## config.mk

```make
export PLATFORM = sky130hd
export DESIGN_NAME = sync_clk_sel
export DESIGN_NICKNAME = d
export VERILOG_FILES = /design/src/rtl/sync_sel_pkg.sv /design/src/rtl/sync_edge_det.sv /design/src/rtl/sync_period_meter.sv /design/src/rtl/sync_qualifier.sv /design/src/rtl/sync_clk_sel.sv
export SDC_FILE = /design/constraint.sdc
export NUM_CORES = 1
export LEC_CHECK = 0
export ABC_CLOCK_PERIOD_IN_PS = 5100
export BUFFER_PORTS_ARGS = -buffer_cell sky130_fd_sc_hd__buf_2
export CELL_PAD_IN_SITES_DETAIL_PLACEMENT = 1
export CELL_PAD_IN_SITES_GLOBAL_PLACEMENT = 1
export CORE_AREA = 2 2 61 63
export CTS_CLUSTER_DIAMETER = 80
export DETAILED_ROUTE_END_ITERATION = 16
export DIE_AREA = 0 0 63 65
export PLACE_DENSITY_LB_ADDON = 0.1
export SLEW_MARGIN = 20
export SYNTH_ARGS = -nofsm -noshare
export SYNTH_HDL_FRONTEND = slang
export SYNTH_SLANG_ARGS = --single-unit
```

## constraint.sdc

```tcl
create_clock -name clk_ref -period 5.1 [get_ports clk_ref]
set_clock_uncertainty 0.1 [all_clocks]
set_input_delay 0.765 -clock clk_ref [delete_from_list [all_inputs] [get_ports clk_ref]]
set_output_delay 0.765 -clock clk_ref [all_outputs]
set_load 0.005 [all_outputs]
```

## src/rtl/sync_sel_pkg.sv

```systemverilog
package sync_sel_pkg;

  // upper limit of the SYNC window in kHz for a multiplier code
  function automatic int win_fmax_khz(input int code);
    case (code)
      0:       return 4000;
      1:       return 2000;
      2:       return 1330;
      default: return 1000;
    endcase
  endfunction

  // lower limit of the SYNC window in kHz for a multiplier code
  function automatic int win_fmin_khz(input int code);
    case (code)
      0:       return 1800;
      1:       return 900;
      2:       return 600;
      default: return 450;
    endcase
  endfunction

  // shortest accepted period in reference cycles (floor keeps fmax inside)
  function automatic int cyc_lo(input int ref_khz, input int code);
    return ref_khz / win_fmax_khz(code);
  endfunction

  // longest accepted period in reference cycles (ceil keeps fmin inside)
  function automatic int cyc_hi(input int ref_khz, input int code);
    return (ref_khz + win_fmin_khz(code) - 1) / win_fmin_khz(code);
  endfunction

endpackage

```

## src/rtl/sync_edge_det.sv

```systemverilog
module sync_edge_det #(
  parameter int STAGES = 2
) (
  input  logic clk,
  input  logic rst,
  input  logic din,
  output logic rise_o
);
  logic [STAGES:0] sh;

  always_ff @(posedge clk) begin
    if (rst) sh <= '0;
    else     sh <= {sh[STAGES-1:0], din};
  end

  // sh[STAGES-1] is the synchronized level, sh[STAGES] its previous value
  assign rise_o = sh[STAGES-1] & ~sh[STAGES];

  a_r3_single_edge_pulse: assert property (@(posedge clk) disable iff (rst)
    rise_o |=> !rise_o);
endmodule

```

## src/rtl/sync_period_meter.sv

```systemverilog
module sync_period_meter #(
  parameter int CW = 8
) (
  input  logic          clk,
  input  logic          rst,
  input  logic          restart,
  input  logic          rise,
  input  logic [CW-1:0] to_lim,
  output logic          meas_vld,
  output logic [CW-1:0] period,
  output logic          timeout
);
  localparam logic [CW-1:0] CMAX = '1;

  logic [CW-1:0] cnt;
  logic          armed;
  logic [CW:0]   cnt_nx;

  assign cnt_nx = {1'b0, cnt} + 1'b1;

  always_ff @(posedge clk) begin
    if (rst) begin
      cnt      <= CW'(1);
      armed    <= 1'b0;
      meas_vld <= 1'b0;
      period   <= '0;
      timeout  <= 1'b0;
    end else begin
      meas_vld <= 1'b0;
      timeout  <= 1'b0;
      if (rise) begin
        cnt <= CW'(1);
        if (armed && !restart) begin
          meas_vld <= 1'b1;
          period   <= cnt;
        end
        armed <= !restart;
      end else begin
        if (restart) armed <= 1'b0;
        if (cnt != CMAX) cnt <= cnt + 1'b1;
        if (cnt_nx == {1'b0, to_lim}) timeout <= 1'b1;
      end
    end
  end

  a_r2_period_nonzero: assert property (@(posedge clk) disable iff (rst)
    meas_vld |-> (period != '0));
  a_r5_timeout_single: assert property (@(posedge clk) disable iff (rst)
    timeout |=> !timeout);
endmodule

```

## src/rtl/sync_qualifier.sv

```systemverilog
module sync_qualifier #(
  parameter int CW   = 8,
  parameter int QUAL = 2
) (
  input  logic          clk,
  input  logic          rst,
  input  logic          restart,
  input  logic          timeout,
  input  logic          meas_vld,
  input  logic [CW-1:0] period,
  input  logic [CW-1:0] lo,
  input  logic [CW-1:0] hi,
  output logic          ok
);
  localparam int QW = $clog2(QUAL + 1);
  localparam logic [QW-1:0] QMAX = QW'(QUAL);

  logic [QW-1:0] good;
  logic          in_win;

  assign in_win = (period >= lo) && (period <= hi);

  always_ff @(posedge clk) begin
    if (rst || restart || timeout) begin
      good <= '0;
    end else if (meas_vld) begin
      if (!in_win)           good <= '0;
      else if (good != QMAX) good <= good + 1'b1;
    end
  end

  assign ok = (good == QMAX);

  a_r4_bad_period_clears: assert property (@(posedge clk) disable iff (rst)
    (meas_vld && !in_win) |=> !ok);
  a_r3_rise_needs_good: assert property (@(posedge clk) disable iff (rst)
    $rose(ok) |-> ($past(meas_vld) && $past(in_win)));
  a_r5_timeout_clears: assert property (@(posedge clk) disable iff (rst)
    timeout |=> !ok);
  a_r6_restart_clears: assert property (@(posedge clk) disable iff (rst)
    restart |=> !ok);
endmodule

```

## src/rtl/sync_clk_sel.sv

```systemverilog
module sync_clk_sel #(
  parameter int REF_KHZ   = 48000,
  parameter int SYNC_STG  = 2,
  parameter int QUAL      = 2,
  parameter int NCODE     = 4
) (
  input  logic       clk_ref,
  input  logic       rst,
  input  logic       sync_en,
  input  logic [1:0] mult_sel,
  input  logic [1:0] mode_ctl,
  input  logic       vsel_pin,
  input  logic       sync_in,
  output logic       ext_sel,
  output logic       sync_ok
);
  import sync_sel_pkg::*;

  localparam int CW = $clog2(2 * cyc_hi(REF_KHZ, NCODE - 1) + 2);

  logic [CW-1:0] lo_tab [NCODE];
  logic [CW-1:0] hi_tab [NCODE];
  logic [CW-1:0] to_tab [NCODE];

  for (genvar g = 0; g < NCODE; g++) begin : g_tab
    assign lo_tab[g] = CW'(cyc_lo(REF_KHZ, g));
    assign hi_tab[g] = CW'(cyc_hi(REF_KHZ, g));
    assign to_tab[g] = CW'(2 * cyc_hi(REF_KHZ, g));
  end

  logic [1:0]    mult_q;
  logic          en_q;
  logic          restart;
  logic          rise;
  logic          meas_vld;
  logic          timeout;
  logic [CW-1:0] period;
  logic          qual_ok;
  logic          forced_off;

  always_ff @(posedge clk_ref) begin
    if (rst) begin
      mult_q <= '0;
      en_q   <= 1'b0;
    end else begin
      mult_q <= mult_sel;
      en_q   <= sync_en;
    end
  end

  assign restart    = (mult_sel != mult_q) || (sync_en != en_q) || !sync_en;
  assign forced_off = (mode_ctl == 2'b00) && !vsel_pin;

  sync_edge_det #(.STAGES(SYNC_STG)) u_edge (
    .clk(clk_ref), .rst(rst), .din(sync_in), .rise_o(rise)
  );

  sync_period_meter #(.CW(CW)) u_meter (
    .clk(clk_ref), .rst(rst), .restart(restart), .rise(rise),
    .to_lim(to_tab[mult_sel]), .meas_vld(meas_vld), .period(period),
    .timeout(timeout)
  );

  sync_qualifier #(.CW(CW), .QUAL(QUAL)) u_qual (
    .clk(clk_ref), .rst(rst), .restart(restart), .timeout(timeout),
    .meas_vld(meas_vld), .period(period), .lo(lo_tab[mult_sel]),
    .hi(hi_tab[mult_sel]), .ok(qual_ok)
  );

  always_ff @(posedge clk_ref) begin
    if (rst) ext_sel <= 1'b0;
    else     ext_sel <= qual_ok && sync_en && !forced_off;
  end

  assign sync_ok = qual_ok;

  a_r7_ext_needs_ok: assert property (@(posedge clk_ref) disable iff (rst)
    ext_sel |-> $past(sync_ok));
  a_r7_ext_not_forced: assert property (@(posedge clk_ref) disable iff (rst)
    ext_sel |-> !$past((mode_ctl == 2'b00) && !vsel_pin));
  a_r6_code_change_clears: assert property (@(posedge clk_ref) disable iff (rst)
    (mult_sel != $past(mult_sel)) |=> !sync_ok);
  a_r6_disabled_no_ok: assert property (@(posedge clk_ref) disable iff (rst)
    !sync_en |=> !sync_ok);
endmodule

```

==> results_dict.tcl, run 1 <==
set metrics [dict create \
    grtUsageTotal_pct 17.6 \
    fin_nets 198 \
    min_period_over_period_pct 52.5 \
    synth_ff_type "dfxtp_1" \
    yosysUniqueCellTypes 36 \
    crit_required_ns 5.24 \
    syn_area_um2 1490 \
    layout-area-overhead-vs-synth_pct 9.93 \
    multi_input_area_um2 881 \
    insertion_delay_ns 0.32 \
    die_h_um 65 \
    wl_per_cell_um 14.6 \
    dieWidth_um 63 \
    min_path_type "reg2reg" \
    drt-initial-drc-count 50 \
    worst-r2r-cell-count 7 \
    htreeDepth 1 \
    crit_path_top_delay_cell "or2_2" \
    clock_sinks 28 \
    seq_area_frac_synth_pct 37.7 \
    hold_start "u_edge.sh[0]" \
    r2r_slack_ns 2.84 \
    post-synth-top-count-cell "dfxtp_1" \
    rsz0062_at_grt "no" \
    ir_drop_mv 0.124 \
    drc_errors 0 \
    core_um2 3500 \
    synth_top_cell_area_share_pct 37.7 \
    crit_path_max_incr_delay_ns 0.31 \
    power_frac_comb_pct 10.7 \
    synth_seq_cells 28 \
    tns_ns 0 \
    synth_area_leaders "dfxtp_1 38%, ha_1 14%, mux2i_1 6.1%" \
    antenna_left 0 \
    antenna_found_initial 0 \
    die_area_um2 4100 \
    crit_cells 10 \
    grt_max_degree 20 \
    switching_share_pct 22.9 \
    pwr-share-seq_pct 54.8 \
    cts_tree "done" \
    crit_type "in2reg" \
    end_kind "flop" \
    cts_buffer_depth 2 \
    cap_violations 0 \
    crit_family "compound AO/OA/AOI/OAI gates" \
    power_density_nw_per_um2 257 \
    io_buffers 10 \
    crit_arrival_ns 2.82 \
    syn-num-nets 187 \
    whs_path_depth 1 \
    cp-start-kind "input port" \
    cts_hold_buf 0 \
    p_sw_w 0.0000959 \
    path_buf_inv 2 \
    p_leak_nw 0.638 \
    gp_congestion 0.779 \
    clk_pin_slew_ns 0.15 \
    setup_viol 0 \
    postCtsSetupRepairBufs 0 \
    fillers 423 \
    final_cells 219 \
    grt_pass1_wl_um 5680 \
    grt_overflow_total 0 \
    critPathMaxFanout 6 \
    numCtsBuffers 3 \
    status "finished, final reports clean" \
    intPower_w 0.000324 \
    drtPass1Iterations 4 \
    tightestPinTransition_ns 0.573 \
    regArea_um2 561 \
    final.min_clock_period_ns 2.68 \
    synthCells 161 \
    hold_viol 0 \
    drive_gt1_share_pct 13.5 \
    clockPowerShare_pct 34.5 \
    floorplan.rows 22 \
    vias 1153 \
    synth-edff-count 0 \
    viasPerCell 5.26 \
    ios 11 \
    start_util_pct 42.5 \
    wirelength_um 3210 \
    drv_slew 0 \
    dp_cells 215 \
    hold_path_end "u_edge.sh[1]" \
    crit_path_cell_trace "buf_2 -> inv_1 -> ha_1 -> or2_2 -> ha_1 -> a311oi_1 -> o21a_1 -> a21oi_1 -> a31oi_1 -> a311oi_1" \
    yosys-top-cells-count "28 x dfxtp_1, 19 x nor2_1, 17 x ha_1, 11 x a21oi_1" \
    root_buffer "clkbuf_4" \
    grt_pass1_vias 1223 \
    yosys.area.top_type "dfxtp_1" \
    r2r-start "u_meter.cnt[0]" \
    cts_resized 0 \
    antenna_cells 0 \
    dp_hpwl_um 2630 \
    yosys_warnings 0 \
    fmaxAchievable_ghz 0.374 \
    slew_headroom_pct 61.7 \
    async_flop_share_pct 0 \
    syn_avg_cell_area_um2 9.23 \
    r2r_end "u_meter.timeout" \
]
-- worst max-delay path by stage --
stage	from	endpoint	slack [ns]
final	mult_sel[0]	u_qual.good[0]	2.42
after global routing	mult_sel[0]	u_qual.good[1]	2.28
after CTS	mult_sel[0]	u_qual.good[0]	2.40
after detailed placement	mult_sel[0]	u_qual.good[0]	2.05
after global placement	mult_sel[0]	u_qual.good[0]	2.21
after floorplan	mult_sel[0]	u_qual.good[0]	2.49
-- layout make-up --
class / instances / share of cell area, %
clock buffer: 3 / 1.38
clock inverter: 1 / 1.84
inverter: 8 / 1.84
multi-input combinational: 121 / 53.9
sequential: 28 / 34.3
tap: 48 / 3.68
timing repair buffer: 10 / 3.06
-- registers in the layout, indices dropped and copies added (netlist names) --
name / flops
mult_q: 2
u_meter.period: 8
u_meter.meas_vld: 1
u_meter.armed: 1
ext_sel: 1
en_q: 1
u_qual.good: 2
u_edge.sh: 3
u_meter.cnt: 8
u_meter.timeout: 1
-- layout by cell type (no fill, tap or decap), drive strengths merged, types with 2 or more instances in the layout --
master  count
nor3        4
clkbuf      3
nand4       3
nor2b       8
a21oi      11
nand2       6
dfxtp      28
a211oi      2
mux2i       9
ha         17
nor2       21
xnor2       9
nand3       7
or2         4
a311oi      2
xor2        4
buf        10
inv         8
a31oi       2
-- power groups by stage --
stage	clock, W	sequential, W	combinational (W)
2_1_floorplan	0	0.000233	0.0000326
3_3_place_gp	0	0.000235	0.0000443
3_5_place_dp	0	0.000235	0.0000458
4_1_cts	0.000150	0.000230	0.0000461
5_1_grt	0.000160	0.000231	0.0000517
6_report	0.000145	0.000230	0.0000449
-- logic make-up (layout without fill, tap and decap cells) --
logic type	Yosys count	in the layout	share of synthesized area, %
compound gates	23	23	10.2
xor+xnor	13	13	7.66
fa+ha+maj	17	17	14.3
buf+inv	12	22	3.03
flops	28	28	37.7
mux	9	9	6.06
simple gates	59	59	21.0
-- per-layer routing --
layer / track usage (%) / share of wire [%] / wire, µm
met5: 0 / 0 / 0
met4: 5.00 / 0.53 / 17
met3: 2.95 / 2.0 / 64
met2: 33.2 / 52 / 1670
met1: 20.4 / 45 / 1460
-- through the flow --
| step | hold WS [ns] | cell area, µm² | total power, W | util (%) | setup slack [ns] |
|---|---|---|---|---|---|
| after floorplan | 0.314 | 1490 | 0.000266 | - | 2.49 |
| after global routing | 0.376 | 1630 | 0.000442 | 46.7 | 2.28 |
| after global placement | 0.316 | 1580 | 0.000279 | 45.2 | 2.21 |
| final | 0.357 | 1630 | 0.000419 | 46.7 | 2.42 |
| after CTS | 0.359 | 1630 | 0.000426 | 46.7 | 2.40 |
| after detailed placement | 0.328 | 1580 | 0.000281 | 45.2 | 2.05 |
(Power assumes the default switching activity.)
==> inputs of run 2 (changes only) <==
--- a/config.mk
+++ b/config.mk
@@ -5,14 +5,14 @@
 export SDC_FILE = /design/constraint.sdc
 export NUM_CORES = 1
 export LEC_CHECK = 0
-export ABC_CLOCK_PERIOD_IN_PS = 5100
+export ABC_CLOCK_PERIOD_IN_PS = 2440
 export BUFFER_PORTS_ARGS = -buffer_cell sky130_fd_sc_hd__buf_2
 export CELL_PAD_IN_SITES_DETAIL_PLACEMENT = 1
 export CELL_PAD_IN_SITES_GLOBAL_PLACEMENT = 1
-export CORE_AREA = 2 2 61 63
+export CORE_AREA = 2 2 64 66
 export CTS_CLUSTER_DIAMETER = 80
 export DETAILED_ROUTE_END_ITERATION = 16
-export DIE_AREA = 0 0 63 65
+export DIE_AREA = 0 0 66 68
 export PLACE_DENSITY_LB_ADDON = 0.1
 export SLEW_MARGIN = 20
 export SYNTH_ARGS = -nofsm -noshare
==> constraint.sdc (replaced) <==
create_clock -name clk_ref -period 2.44 [get_ports clk_ref]
set_clock_uncertainty 0.1 [all_clocks]
set_input_delay 0.366 -clock clk_ref [delete_from_list [all_inputs] [get_ports clk_ref]]
set_output_delay 0.366 -clock clk_ref [all_outputs]
set_load 0.005 [all_outputs]
==> results_dict.tcl, run 2 (same netlist as run 1, synthesis figures left out) <==
set metrics [dict create \
    ios 11 \
    r2r_end "u_meter.timeout" \
    floorplan.rows 23 \
    antenna_cells 0 \
    drv_slew 0 \
    end_kind "flop" \
    intPower_w 0.000740 \
    root_buffer "clkbuf_8" \
    grt_pass1_wl_um 5980 \
    min_path_type "in2reg" \
    mostFrequentLayoutCell "dfxtp_1" \
    cts_buffer_depth 2 \
    layout-area-overhead-vs-synth_pct 15.2 \
    power_frac_comb_pct 11.9 \
    critPathCapture "u_qual.good[0]" \
    postCtsSetupRepairBufs 0 \
    cp-start-kind "input port" \
    drt-initial-drc-count 39 \
    drtPass1Iterations 4 \
    drive_gt1_share_pct 17.4 \
    clockPowerShare_pct 38.8 \
    worst-r2r-cell-count 7 \
    vias 1188 \
    grt_use_met1_pct 21.6 \
    final.min_clock_period_ns 2.17 \
    hold_slack_ns 0.190 \
    hold_start "sync_in" \
    cp-startpoint "mult_sel[0]" \
    met2_usage_pct 31.2 \
    r2r-start "u_meter.cnt[0]" \
    ir_drop_mv 0.261 \
    postLayoutCellArea_um2 1710 \
    final_cell_mix "28 x dfxtp_1, 19 x nor2_1, 17 x ha_1, 10 x a21oi_1, 10 x buf_2" \
    r2r_slack_ns 0.35 \
    crit_arrival_ns 2.26 \
    start_util_pct 38.5 \
    status "finished, final reports clean" \
    viasPerCell 5.21 \
    antenna_left 0 \
    busiest_layer "met2" \
    clock_sinks 28 \
    place_ws_ns -0.100 \
    tightestPinTransition_ns 0.563 \
    grt_pass1_vias 1246 \
    grt_max_degree 20 \
    clk_pin_slew_ns 0.10 \
    die_area_um2 4490 \
    gp_congestion 0.763 \
    grtUsageTotal_pct 17.4 \
    crit_type "in2reg" \
    grt_overflow_total 0 \
    power_density_nw_per_um2 562 \
    switching_share_pct 23.1 \
    fin_nets 205 \
    met3_usage_pct 3.13 \
    tns_ns 0 \
    core_um2 3860 \
    wirelength_um 3530 \
    htreeDepth 1 \
    totalPowerFinal_w 0.000962 \
    drc_errors 0 \
    slew_headroom_pct 62.4 \
    antenna_found_initial 0 \
    p_sw_w 0.000223 \
    dpl-instance-area_um2 1640 \
    fin_ws_ns 0.270 \
    dieWidth_um 66 \
    pwr-share-seq_pct 49.4 \
    insertion_delay_ns 0.28 \
    cts_tree "done" \
    hold_viol 0 \
    fmaxAchievable_ghz 0.461 \
    setup_viol 0 \
    rsz0062_at_grt "no" \
    cap_violations 0 \
    dp_hpwl_um 2830 \
    io_buffers 10 \
    die_h_um 68 \
    critPathMaxFanout 5 \
    p_leak_nw 0.679 \
    numCtsBuffers 3 \
    min_period_over_period_pct 89.0 \
    largestRegisters "u_meter.cnt (8), u_meter.period (8), u_edge.sh (3)" \
    crit_required_ns 2.53 \
    wl_per_cell_um 15.5 \
]
run 2: changes by cell type in the layout (fill, tap and decap cells not counted):
cell,delta
a21oi_1,-1
clkbuf_8,+3
clkbuf_4,-3
a21oi_2,+1
buf_4,+7
run 2: timing repair:
item	in CTS	in global routing
gates resized for setup	0	1
setup endpoints to repair	0	1
hold buffers	0	0
run 2: layout make-up:
cell class / instances / area (µm²)
Fill cell: 475 / 2140
Multi-Input combinational cell: 121 / 885
Sequential cell: 28 / 561
Timing Repair Buffer: 17 / 103
Tap cell: 50 / 62.6
Clock buffer: 3 / 41.3
Clock inverter: 1 / 30.0
Inverter: 8 / 30.0
run 2: layer usage:
layer / vias up / share of wire (%)
met5: - / 0
met4: 0 / 1.4
met3: 6 / 3.1
met2: 14 / 49
met1: 569 / 46
li1: 599 / -
run 2: stage by stage:
| stage | util (%) | std cells |
|---|---|---|
| global placement | 42.4 | 224 |
| finish | 44.4 | 228 |
| floorplan | - | 161 |
| CTS | 44.3 | 228 |
| detailed placement | 42.4 | 224 |
| global route | 44.4 | 228 |
run 2: worst min path at each step:
stage               cells after the start           end
floorplan                               1  u_edge.sh[1]
global placement                        1  u_edge.sh[1]
detailed placement                      1  u_edge.sh[1]
CTS                                     2  u_edge.sh[0]
global route                            2  u_edge.sh[0]
finish                                  2  u_edge.sh[0]
run 2: worst max-delay path: stages:
cell and delay (ns):
buf_2 0.10, buf_4 0.15, ha_1 0.23, ha_1 0.19, a21o_1 0.15, a211oi_1 0.34
nand3_1 0.15, a21oi_2 0.22, a31oi_1 0.11, a311oi_1 0.23
run 2: power groups by stage:
| stage | clock network, W | logic, W | registers, W |
|---|---|---|---|
| 4_1_cts | 0.000381 | 0.000115 | 0.000475 |
| 5_1_grt | 0.000395 | 0.000128 | 0.000477 |
| 3_3_place_gp | 0 | 0.000110 | 0.000485 |
| 2_1_floorplan | 0 | 0.0000681 | 0.000487 |
| 3_5_place_dp | 0 | 0.000115 | 0.000486 |
| 6_report | 0.000373 | 0.000114 | 0.000475 |
